### config.mk
export PLATFORM = sky130hd
export DESIGN_NAME = redir_regfile
export DESIGN_NICKNAME = d
export VERILOG_FILES = /design/src/rtl/redir_pkg.sv /design/src/rtl/redir_bus_dec.sv /design/src/rtl/redir_index_dec.sv /design/src/rtl/redir_entry.sv /design/src/rtl/redir_regfile.sv
export SDC_FILE = /design/constraint.sdc
export NUM_CORES = 2
export LEC_CHECK = 0
export BUFFER_PORTS_ARGS = -buffer_cell sky130_fd_sc_hd__buf_4
export CORE_AREA = 2 2 710 712
export DETAILED_ROUTE_END_ITERATION = 7
export DIE_AREA = 0 0 712 714
export GPL_TIMING_DRIVEN = 0
export PLACE_DENSITY_LB_ADDON = 0.3
export SYNTH_ARGS = -nofsm -noshare
export SYNTH_HDL_FRONTEND = slang
export SYNTH_SLANG_ARGS = --single-unit
### constraint.sdc
create_clock -name clk -period 3.1 [get_ports clk]
set_input_delay 0 -clock clk [delete_from_list [all_inputs] [get_ports clk]]
set_output_delay 0 -clock clk [all_outputs]
set_load 0.02 [all_outputs]
### src/rtl/redir_pkg.sv
package redir_pkg;
   localparam int ENT_W     = 64;
   localparam int VEC_LSB   = 0;
   localparam int DLV_LSB   = 8;
   localparam int DMODE_BIT = 11;
   localparam int POL_BIT   = 13;
   localparam int RIRR_BIT  = 14;
   localparam int TRIG_BIT  = 15;
   localparam int MASK_BIT  = 16;
   localparam int DEST_LSB  = 56;

   localparam logic [ENT_W-1:0] ENT_RESET = 64'h1 << MASK_BIT;

   typedef enum logic [2:0] {
      IDX_ID   = 3'd0,
      IDX_VER  = 3'd1,
      IDX_ARB  = 3'd2,
      IDX_ENT  = 3'd3,
      IDX_NONE = 3'd4
   } idx_kind_e;

   function automatic logic len_ok(input logic [3:0] len);
      return (len == 4'd1) || (len == 4'd2) || (len == 4'd4) || (len == 4'd8);
   endfunction

   function automatic logic [31:0] len_extend(input logic [3:0] len, input logic [31:0] d);
      case (len)
         4'd1:    return {24'h0, d[7:0]};
         4'd2:    return {16'h0, d[15:0]};
         default: return d;
      endcase
   endfunction
endpackage

### src/rtl/redir_bus_dec.sv
module redir_bus_dec
   import redir_pkg::*;
#(
   parameter int          ADDR_W  = 12,
   parameter logic [7:0]  SEL_OFF = 8'h00,
   parameter logic [7:0]  WIN_OFF = 8'h10
) (
   input  logic [ADDR_W-1:0] addr,
   input  logic [63:0]       wdata,
   input  logic              wr,
   input  logic [3:0]        len,
   input  logic              rd,
   output logic              sel_wr,
   output logic              win_wr,
   output logic              sel_rd,
   output logic              win_rd,
   output logic [31:0]       data32
);
   initial begin
      if (ADDR_W < 8) $error("ADDR_W must cover the 8 decoded bits");
      if (SEL_OFF[3:0] != 4'h0 || WIN_OFF[3:0] != 4'h0) $error("offsets must be 16-byte aligned");
      if (SEL_OFF == WIN_OFF) $error("select and window offsets must differ");
   end

   logic [7:0] off;
   logic       aligned;
   logic       wr_ok;
   logic       unused_bits;

   assign off         = addr[7:0];
   assign aligned     = (off[3:0] == 4'h0);
   assign wr_ok       = wr && aligned && len_ok(len);
   assign unused_bits = ^{wdata[63:32], addr};

   assign data32 = len_extend(len, wdata[31:0]);
   assign sel_wr = wr_ok && (off == SEL_OFF);
   assign win_wr = wr_ok && (off == WIN_OFF);
   assign sel_rd = rd && aligned && (off == SEL_OFF);
   assign win_rd = rd && aligned && (off == WIN_OFF);
endmodule

### src/rtl/redir_index_dec.sv
module redir_index_dec
   import redir_pkg::*;
#(
   parameter int PINS  = 24,
   localparam int IDX_W = $clog2(PINS)
) (
   input  logic [7:0]       sel,
   output idx_kind_e        kind,
   output logic [IDX_W-1:0] ent_idx,
   output logic             upper
);
   initial begin
      if (PINS < 2 || PINS > 120) $error("PINS must lie in 2..120");
   end

   logic [6:0] raw;

   assign raw     = sel[7:1] - 7'd8;
   assign ent_idx = raw[IDX_W-1:0];
   assign upper   = sel[0];

   always_comb begin
      if (sel == 8'h00)                            kind = IDX_ID;
      else if (sel == 8'h01)                       kind = IDX_VER;
      else if (sel == 8'h02)                       kind = IDX_ARB;
      else if (sel >= 8'h10 && raw < 7'(PINS))     kind = IDX_ENT;
      else                                         kind = IDX_NONE;
   end
endmodule

### src/rtl/redir_entry.sv
module redir_entry
   import redir_pkg::*;
(
   input  logic             clk,
   input  logic             rst_n,
   input  logic             we_lo,
   input  logic             we_hi,
   input  logic [31:0]      wdata,
   input  logic             rirr_set,
   input  logic             rirr_clr,
   output logic [ENT_W-1:0] bits,
   output logic             rescan
);
   logic [ENT_W-1:0] ent_q;
   logic             rescan_q;

   always_ff @(posedge clk) begin
      if (!rst_n) begin
         ent_q    <= ENT_RESET;
         rescan_q <= 1'b0;
      end else begin
         rescan_q <= we_lo || we_hi;
         if (we_hi) ent_q[63:32] <= wdata;
         if (we_lo) begin
            ent_q[31:0]     <= wdata;
            ent_q[RIRR_BIT] <= 1'b0;
         end else if (rirr_set) begin
            ent_q[RIRR_BIT] <= 1'b1;
         end else if (rirr_clr) begin
            ent_q[RIRR_BIT] <= 1'b0;
         end
      end
   end

   assign bits   = ent_q;
   assign rescan = rescan_q;

   p_lo_clears_rirr_r9: assert property (@(posedge clk) disable iff (!rst_n)
      we_lo |=> !bits[RIRR_BIT]);
   p_hi_keeps_rirr_r9: assert property (@(posedge clk) disable iff (!rst_n)
      (we_hi && !we_lo && !rirr_set && !rirr_clr) |=> $stable(bits[RIRR_BIT]));
   p_set_wins_r10: assert property (@(posedge clk) disable iff (!rst_n)
      (rirr_set && !we_lo) |=> bits[RIRR_BIT]);
endmodule

### src/rtl/redir_regfile.sv
module redir_regfile
   import redir_pkg::*;
#(
   parameter int         PINS     = 24,
   parameter int         ADDR_W   = 12,
   parameter logic [7:0] VERSION  = 8'h11,
   parameter logic [7:0] SEL_OFF  = 8'h00,
   parameter logic [7:0] WIN_OFF  = 8'h10,
   parameter bit         READ_REG = 1'b1
) (
   input  logic                clk,
   input  logic                rst_n,
   input  logic [ADDR_W-1:0]   bus_addr,
   input  logic [63:0]         bus_wdata,
   input  logic                bus_wr,
   input  logic [3:0]          bus_len,
   input  logic                bus_rd,
   output logic [31:0]         bus_rdata,
   output logic [PINS*64-1:0]  ent_flat,
   output logic [PINS-1:0]     ent_mask,
   output logic [PINS-1:0]     ent_level,
   output logic [PINS-1:0]     ent_rirr,
   input  logic [PINS-1:0]     rirr_set,
   input  logic [PINS-1:0]     rirr_clr,
   output logic [PINS-1:0]     rescan_pin
);
   localparam int IDX_W = $clog2(PINS);
   localparam logic [7:0] TOP_PIN = 8'(PINS - 1);

   initial begin
      if (ENT_W != 64) $error("entry width must be 64");
   end

   logic              sel_wr, win_wr, sel_rd, win_rd;
   logic [31:0]       data32;
   logic [7:0]        sel_q;
   logic [3:0]        id_q;
   idx_kind_e         kind;
   logic [IDX_W-1:0]  ent_idx;
   logic              upper;
   logic [ENT_W-1:0]  ent_arr [PINS];
   logic [31:0]       rd_val;

   redir_bus_dec #(.ADDR_W(ADDR_W), .SEL_OFF(SEL_OFF), .WIN_OFF(WIN_OFF)) u_dec (
      .addr   (bus_addr),
      .wdata  (bus_wdata),
      .wr     (bus_wr),
      .len    (bus_len),
      .rd     (bus_rd),
      .sel_wr (sel_wr),
      .win_wr (win_wr),
      .sel_rd (sel_rd),
      .win_rd (win_rd),
      .data32 (data32)
   );

   redir_index_dec #(.PINS(PINS)) u_idx (
      .sel     (sel_q),
      .kind    (kind),
      .ent_idx (ent_idx),
      .upper   (upper)
   );

   always_ff @(posedge clk) begin
      if (!rst_n) begin
         sel_q <= 8'h00;
         id_q  <= 4'h0;
      end else begin
         if (sel_wr) sel_q <= data32[7:0];
         if (win_wr && kind == IDX_ID) id_q <= data32[27:24];
      end
   end

   for (genvar g = 0; g < PINS; g++) begin : g_ent
      logic hit;
      assign hit = win_wr && (kind == IDX_ENT) && (ent_idx == IDX_W'(g));
      redir_entry u_ent (
         .clk      (clk),
         .rst_n    (rst_n),
         .we_lo    (hit && !upper),
         .we_hi    (hit && upper),
         .wdata    (data32),
         .rirr_set (rirr_set[g]),
         .rirr_clr (rirr_clr[g]),
         .bits     (ent_arr[g]),
         .rescan   (rescan_pin[g])
      );
      assign ent_flat[g*64 +: 64] = ent_arr[g];
      assign ent_mask[g]  = ent_arr[g][MASK_BIT];
      assign ent_level[g] = ent_arr[g][TRIG_BIT];
      assign ent_rirr[g]  = ent_arr[g][RIRR_BIT];
   end

   always_comb begin
      rd_val = 32'h0;
      if (sel_rd) begin
         rd_val = {24'h0, sel_q};
      end else if (win_rd) begin
         case (kind)
            IDX_ID, IDX_ARB: rd_val = {4'h0, id_q, 24'h0};
            IDX_VER:         rd_val = {8'h0, TOP_PIN, 8'h0, VERSION};
            IDX_ENT:         rd_val = upper ? ent_arr[ent_idx][63:32] : ent_arr[ent_idx][31:0];
            default:         rd_val = 32'h0;
         endcase
      end
   end

   if (READ_REG) begin : g_rd_reg
      logic [31:0] rdata_q;
      always_ff @(posedge clk) begin
         if (!rst_n)      rdata_q <= 32'h0;
         else if (bus_rd) rdata_q <= rd_val;
      end
      assign bus_rdata = rdata_q;
   end else begin : g_rd_comb
      assign bus_rdata = rd_val;
   end

   p_sel_low_byte_r2: assert property (@(posedge clk) disable iff (!rst_n)
      sel_wr |=> sel_q == $past(bus_wdata[7:0]));
   p_id_hold_r5: assert property (@(posedge clk) disable iff (!rst_n)
      !(win_wr && kind == IDX_ID) |=> $stable(id_q));
   p_single_rescan_r11: assert property (@(posedge clk) disable iff (!rst_n)
      $countones(rescan_pin) <= 1);
   p_no_rescan_idle_r11: assert property (@(posedge clk) disable iff (!rst_n)
      !win_wr |=> rescan_pin == '0);
   p_out_of_range_quiet_r8: assert property (@(posedge clk) disable iff (!rst_n)
      (win_wr && kind == IDX_NONE) |=> rescan_pin == '0);
endmodule

==> Word-level counts from Yosys, hierarchy flattened <==
Cells that the tools add are included.
{ "classes": {"addsub": 1, "magnitude_cmp": 3, "eq_ne": 33, "n_mux": 60, "bitwise_logic": 2, "reduce_logical": 164} }
{ "op_table": {"columns": ["cell", "n"], "rows": [
  ["binary-select mux 64 bit (select 5 bit)", 1],
  ["two-way mux 64 bit", 2],
  ["two-way mux 32 bit", 3],
  ["one-hot mux 32 bit (3 select lines)", 1],
  ["logical AND 1 bit", 82],
  ["one-hot mux 32 bit (2 select lines)", 1],
  ["OR reduction 2 bit", 25],
  ["two-way mux 1 bit", 48],
  ["nonzero test 2 bit", 24],
  ["equality test 5 x 4 -> 1 bit, second input constant", 8],
  ["equality test 5 bit, second input constant", 8],
  ["logical OR 1 bit", 27],
  ["equality test 5 x 3 -> 1 bit, second input constant", 4],
  ["logical NOT 8 bit", 2],
  ["two-way mux 3 bit", 4],
  ["equality test 5 x 2 -> 1 bit, second input constant", 2],
  ["equality test 8 x 1 -> 1 bit, second input constant", 1],
  ["equality test 8 x 2 -> 1 bit, second input constant", 1],
  ["equality test 8 x 5 -> 1 bit, second input constant", 1],
  [">= comparator 8 x 5 -> 1 bit, second input constant", 1],
  ["less-than comparator 7 x 5 -> 1 bit, second input constant", 1],
  ["subtractor 7 x 4 -> 7 bit, second input constant", 1],
  ["equality test 3 x 2 -> 1 bit, second input constant", 2],
  [">= comparator 6 bit, second input constant", 1],
  ["other kinds (12)", 12]
]} }
{ "word_totals": {"reg_bits": 1604, "in_bits": 132, "output_inout_bits": 1664} }

==> Logic depth before layout (Yosys ltp) <==
{ "logic_depth": {"ltp_word": 12, "depth_mapped": 15, "mapped_depth_nobuf": 8} }

==> Cells and area by module <==
From an unflattened synthesis, not the netlist that was laid out.
{ "hier_totals": {"hier_cells": 6469, "hier_area_um2": 76296.9} }
{ "by_module_without_submodules": {"columns": ["module", "instances", "cells_each", "area_per_inst_um2"], "rows": [
  ["redir_entry", 24, 210, 2523.7],
  ["redir_regfile", 1, 1356, 15202.1],
  ["redir_bus_dec", 1, 50, 369.1],
  ["redir_index_dec", 1, 23, 157.7]
]} }

==> Worst setup path after synthesis <==
Ideal clock, no wire load.
{ "synth_timing": {"path_type": "register to register", "start": "register sel_q[4]", "end": "register g_ent[21].u_ent.ent_q[19]", "setup_ns": 0.070, "t_arrival_ns": 3.098, "required_ns": 3.030, "slack_ns": -0.068, "path_stages_with_launch": 16, "synth_period_minus_slack_ns": 3.168, "cell_sequence": "dfxtp_1 -> buf_4 -> inv_1 -> buf_4 -> buf_4 -> clkbuf_1 -> ha_1 -> and3b_1 -> clkbuf_1 -> nand4_1 -> a21oi_1 -> and4_1 -> clkbuf_1 -> buf_2 -> nand2_1 -> a21boi_1"} }
{ "synth_between": {"elab_chain_cells": 11} }
{ "synth_lines": {"columns": ["item", "line_no", "rtl"], "rows": [
  ["start: declaration", "redir_regfile.sv:36", "logic [7:0] sel_q;"],
  ["start signal: assignment", "redir_regfile.sv:69", "if (sel_wr) sel_q <= data32[7:0];"],
  ["subtractor 7 x 4 -> 7 bit", "redir_index_dec.sv:18", "assign raw = sel[7:1] - 7'd8;"],
  ["less-than comparator 7 x 5 -> 1 bit", "redir_index_dec.sv:26", "else if (sel >= 8'h10 && raw < 7'(PINS)) kind = IDX_ENT;"],
  ["logical AND 1 bit", "redir_index_dec.sv:26", null],
  ["two-way mux 3 bit", "redir_index_dec.sv:26", null],
  ["two-way mux 3 bit", "redir_index_dec.sv:25", "else if (sel == 8'h02) kind = IDX_ARB;"],
  ["two-way mux 3 bit", "redir_index_dec.sv:24", "else if (sel == 8'h01) kind = IDX_VER;"],
  ["two-way mux 3 bit", "redir_index_dec.sv:23", "if (sel == 8'h00) kind = IDX_ID;"],
  ["equality test 3 x 2 -> 1 bit", "redir_regfile.sv:76", "assign hit = win_wr && (kind == IDX_ENT) && (ent_idx == IDX_W'(g));"],
  ["logical AND 1 bit", "redir_regfile.sv:76", null],
  ["logical AND 1 bit (*)", "redir_regfile.sv:76", null],
  ["logical AND 1 bit (*)", "redir_regfile.sv:80", ".we_lo (hit && !upper),"],
  ["end signal: assignment", "redir_entry.sv:25", "ent_q[31:0] <= wdata;"],
  ["end: declaration", "redir_entry.sv:14", "logic [ENT_W-1:0] ent_q;"]
]} }
Mark *: on every way between the ends. The rest lies on a longest branch, timed or not.
A chain may end at the register's enable or synchronous reset.

==> Worst setup path in the final report <==
{ "layout_timing": {"start": "register sel_q[2]", "end": "register g_rd_reg.rdata_q[14], in the netlist bus_rdata[14]"} }
{ "layout_between": {"elab_chain_cells": 12} }
{ "layout_lines": {"columns": ["item", "line_no", "rtl"], "rows": [
  ["subtractor 7 x 4 -> 7 bit", "redir_index_dec.sv:18", null],
  ["less-than comparator 7 x 5 -> 1 bit", "redir_index_dec.sv:26", null],
  ["logical AND 1 bit", "redir_index_dec.sv:26", null],
  ["two-way mux 3 bit", "redir_index_dec.sv:26", null],
  ["two-way mux 3 bit", "redir_index_dec.sv:25", null],
  ["two-way mux 3 bit", "redir_index_dec.sv:24", null],
  ["two-way mux 3 bit", "redir_index_dec.sv:23", null],
  ["equality test 3 x 2 -> 1 bit / logical NOT 3 bit (equally long branches)", "redir_regfile.sv:99", "case (kind)"],
  ["OR reduction 2 bit", "redir_regfile.sv:99", null],
  ["one-hot mux 32 bit (3 select lines) (*)", "redir_regfile.sv:99", null],
  ["two-way mux 32 bit (*)", "redir_regfile.sv:98", "end else if (win_rd) begin"],
  ["two-way mux 32 bit (*)", "redir_regfile.sv:96", "if (sel_rd) begin"],
  ["end signal: assignment", "redir_regfile.sv:112", "else if (bus_rd) rdata_q <= rd_val;"],
  ["end: declaration", "redir_regfile.sv:109", "logic [31:0] rdata_q;"]
]} }
Mark *: on every way between the ends. The rest lies on a longest branch, timed or not. The select of a mux whose other input is x is not followed.

==> metrics list <==
* Outcome: finished, violations left
* Failing checks: max-capacitance violations, max-slew violations, negative setup slack
* Post-synth top flop: sky130_fd_sc_hd__dfxtp_1
- Clk_lat worst skew: 0.97 ns
* Largest fanout on the critical path: 10
* Cell with the biggest individual delay on the critical path: sky130_fd_sc_hd__mux4_2
- The total overflow left after global routing is 0.
- Number of register bits inferred by synthesis: 1604
* Signed area change from the synthesized netlist to the final layout: 51.9%
- Family with the most delay on the worst path: multiplexers
- Class of the most critical hold timing path: in -> reg
- Die Span Y: 714 um
* Largest net degree at the start of global routing: 15
- Number of filler instances in the final layout: 54964
- The max-slew violation count was 119.
- For the final database, setup skew stands at 0.0755 ns.
- Each instance of the synthesized netlist takes up on average 8.87 um2.
* Tightest slew margin relative to the limit: -11.7%
- After detailed routing, the average wire length per cell comes to 50.7 um.
- The detailed router finished its first iteration with 11858 violations.
* Required time at the worst-slack endpoint: 3.97 ns
- Number of CTS-inserted buffers: 198
* Die W: 712 um
- Fin nets: 10904
- For this run, asynchronously set or reset flops after synthesis account for 0%.
* Boundary pin count: 1796
* Hold slack: 0.0111 ns
- The share of the Yosys chip area taken by registers is 42.8%.
* TritonRoute pass-1 iters: 8
- Once the floorplan was initialized, standard cells occupied 15.0% of the core.
- Timing would allow up to 291 MHz.
- Number of distinct library cells after synthesis: 85
- The number of failing hold endpoints at the final stage came to 0.
- Number of warning messages in the yosys log: 0
- Once placement finished, the instance area stood at 96900 um2.
- Cell internal power was estimated by the tool at 36.1 mW.
* Via count of the first global-routing pass: 75707
- The synthesized netlist occupies a cell area of 74900 um2.
- The total area inside the core boundary comes to 500000 um2.
- Worst Setup Path Type: reg -> reg
- Placement row count: 260
- PwrDens: 437 nW/um2
* Final Wtd Congestion: 1.01
- Registers are responsible for 41.6% of the overall power.
- The H-tree was split into 4 levels.
* Routed Wire Length: 896000 um
* Kind of start point of the critical path: register
- By instance count, the cell type seen most on the critical path is sky130_fd_sc_hd__mux4_2.
- Detailed routing inserted a total of 85505 vias.
- On the worst path, the slowest cell contributes a delay of 0.60 ns.
- Setup slack after layout: -0.334 ns
- Share of post-route cells with drive strength above 1: 34.6%
- Number of antenna violations at the first check in global routing: 130
- Global routing used 33.5% of the available tracks across all layers.
* Unrepaired setup endpoints after global routing: yes
- Remaining DRCs: 0
- Clk Tree Root Cell: sky130_fd_sc_hd__clkbuf_16
* Die Footprint: 508000 um2
- Maximum root-to-sink buffer count: 4
- Critical path buffer and inverter count: 3
- Total half-perimeter wirelength after legalization and detailed placement: 740000 um
- Clock Sinks: 1604
* DR vias/cell: 4.84
* Clock tree from TritonCTS: done
* Antenna Violating Nets Remaining: 0
* Port bufs: 1750
- The first global-routing pass estimated 1060000 um of wire.
* Switching share of power: 27.5%
- After routing the design area is 114000 um2.
- For the finished layout, the period the worst path requires is 3.43 ns.
- Reported net switching power: 13.7 mW
- Crit path arrival time: 4.30 ns
- LEAKAGE: 41.4 nW
- Number of max-capacitance violations reported: 13
- The clock network is responsible for 52.0% of the overall power.
- Counting every net in the synthesized netlist gives 8581.
- The worst setup path is captured at a register.
- Finish-stage setup viols: 1434
- Worst-path clk slew: 0.07 ns
* Number of flops mapped to enable cells by yosys: 0
- VDD sags by at most 0.448 mV.
- Relative contribution of combinational cells to total power: 6.4%
- Dividing the final minimum period by the clock period gives 111%.
- Cell chain of the critical path: buf_6 -> buf_2 -> buf_12 -> mux4_2 -> mux4_2 -> a221o_1 -> o211ai_1 -> a21boi_1
- For the pin with the worst max-slew slack, the measured transition is 1.67 ns.
- Synthesis produced a netlist whose cell count is 8447.
## final timing paths
kind,to,startpoint,slack (ns),depth (start not counted)
worst max register to register,bus_rdata[14]$_SDFFE_PN0P_,sel_q[2]$_SDFFE_PN0P_,-0.33,8
worst min-delay path,id_q[2]$_SDFFE_PN0P_,bus_addr[3],0.01,7
worst min register to register,bus_rdata[11]$_SDFFE_PN0P_,bus_rdata[11]$_SDFFE_PN0P_,0.46,2
worst max-delay path,bus_rdata[14]$_SDFFE_PN0P_,sel_q[2]$_SDFFE_PN0P_,-0.33,8
## cell type report
class	instances	area [um2]	share of cell area (%)
Sequential cell	1604	32100	28.2
Inverter	14	68.8	0.0604
Timing Repair Buffer	2144	18000	15.8
Buffer	957	9150	8.03
Clock buffer	268	5600	4.92
Multi-Input combinational cell	5851	39200	34.4
Tap cell	6681	8360	7.34
Clock inverter	83	1190	1.05
Antenna cell	64	160	0.141
## cells in the final DEF, fill, tap and decap left out, types with 71 or more instances in the layout
| cell | n |
|---|---|
| sky130_fd_sc_hd__mux2i_1 | 90 |
| sky130_fd_sc_hd__clkbuf_1 | 297 |
| sky130_fd_sc_hd__dfxtp_1 | 1601 |
| sky130_fd_sc_hd__nand4_1 | 83 |
| sky130_fd_sc_hd__buf_2 | 98 |
| sky130_fd_sc_hd__nand2_1 | 3014 |
| sky130_fd_sc_hd__buf_12 | 200 |
| sky130_fd_sc_hd__dlygate4sd3_1 | 93 |
| sky130_fd_sc_hd__clkbuf_16 | 231 |
| sky130_fd_sc_hd__clkbuf_2 | 71 |
| sky130_fd_sc_hd__buf_4 | 2050 |
| sky130_fd_sc_hd__a21boi_1 | 831 |
| sky130_fd_sc_hd__a21boi_0 | 640 |
| sky130_fd_sc_hd__buf_6 | 127 |
| sky130_fd_sc_hd__mux4_2 | 353 |
## power by group through the flow
| stage | combinational [mW] | clock [mW] | sequential, mW |
|---|---|---|---|
| 2_1_floorplan | 0.942 | 0 | 21.1 |
| 3_3_place_gp | 2.88 | 0 | 21.2 |
| 3_5_place_dp | 2.92 | 0 | 21.2 |
| 4_1_cts | 3.06 | 25.8 | 20.7 |
| 5_1_grt | 3.08 | 26.5 | 20.7 |
| 6_report | 3.21 | 25.9 | 20.7 |
## stage by stage
stage | setup WS, ns | std cells | setup TNS (ns) | utilization (%) | power (mW)
finish | -0.334 | 17666 | -132.92 | 22.8 | 49.8
global route | -0.230 | 17613 | -111.52 | 22.7 | 50.3
CTS | -0.369 | 17497 | -451.04 | 22.1 | 49.6
detailed placement | -3.74 | 16901 | -4701.25 | 19.4 | 24.1
global placement | -4.26 | 16878 | -4706.97 | 19.3 | 24.1
floorplan | 0.0415 | 8447 | 0 | - | 22.1
## kinds of logic (layout without fill, tap and decap cells)
logic type	after synthesis	in the layout	share of synthesized area, %
simple gates	3467	3467	18.7
compound gates	1861	1861	18.2
flops	1604	1604	42.8
buf+inv	992	3466	7.15
mux	519	519	13.0
fa+ha+maj	2	2	0.0334
xor+xnor	2	2	0.0234
other cells	0	64	0
## cells in the mapped netlist (all sizes together) (14+ instances only)
library cell	count	area, um2
buf	506	3530
nand2b	14	87.6
nand2	3097	11600
nor3	18	95.1
nand3	27	150
nor2	64	240
mux4	362	8190
mux2i	147	1480
dfxtp	1604	32100
and4	48	420
nand4	83	519
o21ai	92	464
nor2b	47	297
a21oi	55	275
and2	27	169
a21boi	1505	11300
clkbuf	472	1780
o211ai	52	390
a22oi	34	255
a211oi	18	150
o22ai	36	225
## sequential cells by signal, summed over array words and instances, names as in the netlist
| signal | flops |
|---|---|
| id_q | 4 |
| bus_rdata | 32 |
| sel_q | 8 |
| g_ent.u_ent.rescan | 24 |
| g_ent.u_ent.bits | 1536 |
## worst reg2reg max path, stage by stage, from the launching register on
cell and delay (ns):
sky130_fd_sc_hd__dfxtp_4 0.42, sky130_fd_sc_hd__buf_6 0.23, sky130_fd_sc_hd__buf_2 0.40, sky130_fd_sc_hd__buf_12 0.25
sky130_fd_sc_hd__mux4_2 0.52, sky130_fd_sc_hd__mux4_2 0.61, sky130_fd_sc_hd__a221o_1 0.59, sky130_fd_sc_hd__o211ai_1 0.22
sky130_fd_sc_hd__a21boi_1 0.10
## routing by layer
layer	vias up	GRT usage, %	routed length (um)	part of all wire [%]
met5	-	0	166	0.019
met2	6508	50.7	379000	42
li1	33362	-	-	-
met3	1802	15.3	113000	13
met1	43807	36.0	313000	35
met4	26	26.8	91500	10
## repair_timing
action                                 4_1_cts  5_1_grt
pin swaps                                  135      193
buffers inserted                           151       88
setup endpoints to repair                 1600     1596
hold buffers                                93        0
endpoints found under the hold margin      707        0
resized for setup                         1146      756
gates cloned                                14       25
No activity file was read; power rests on OpenSTA's default activity.
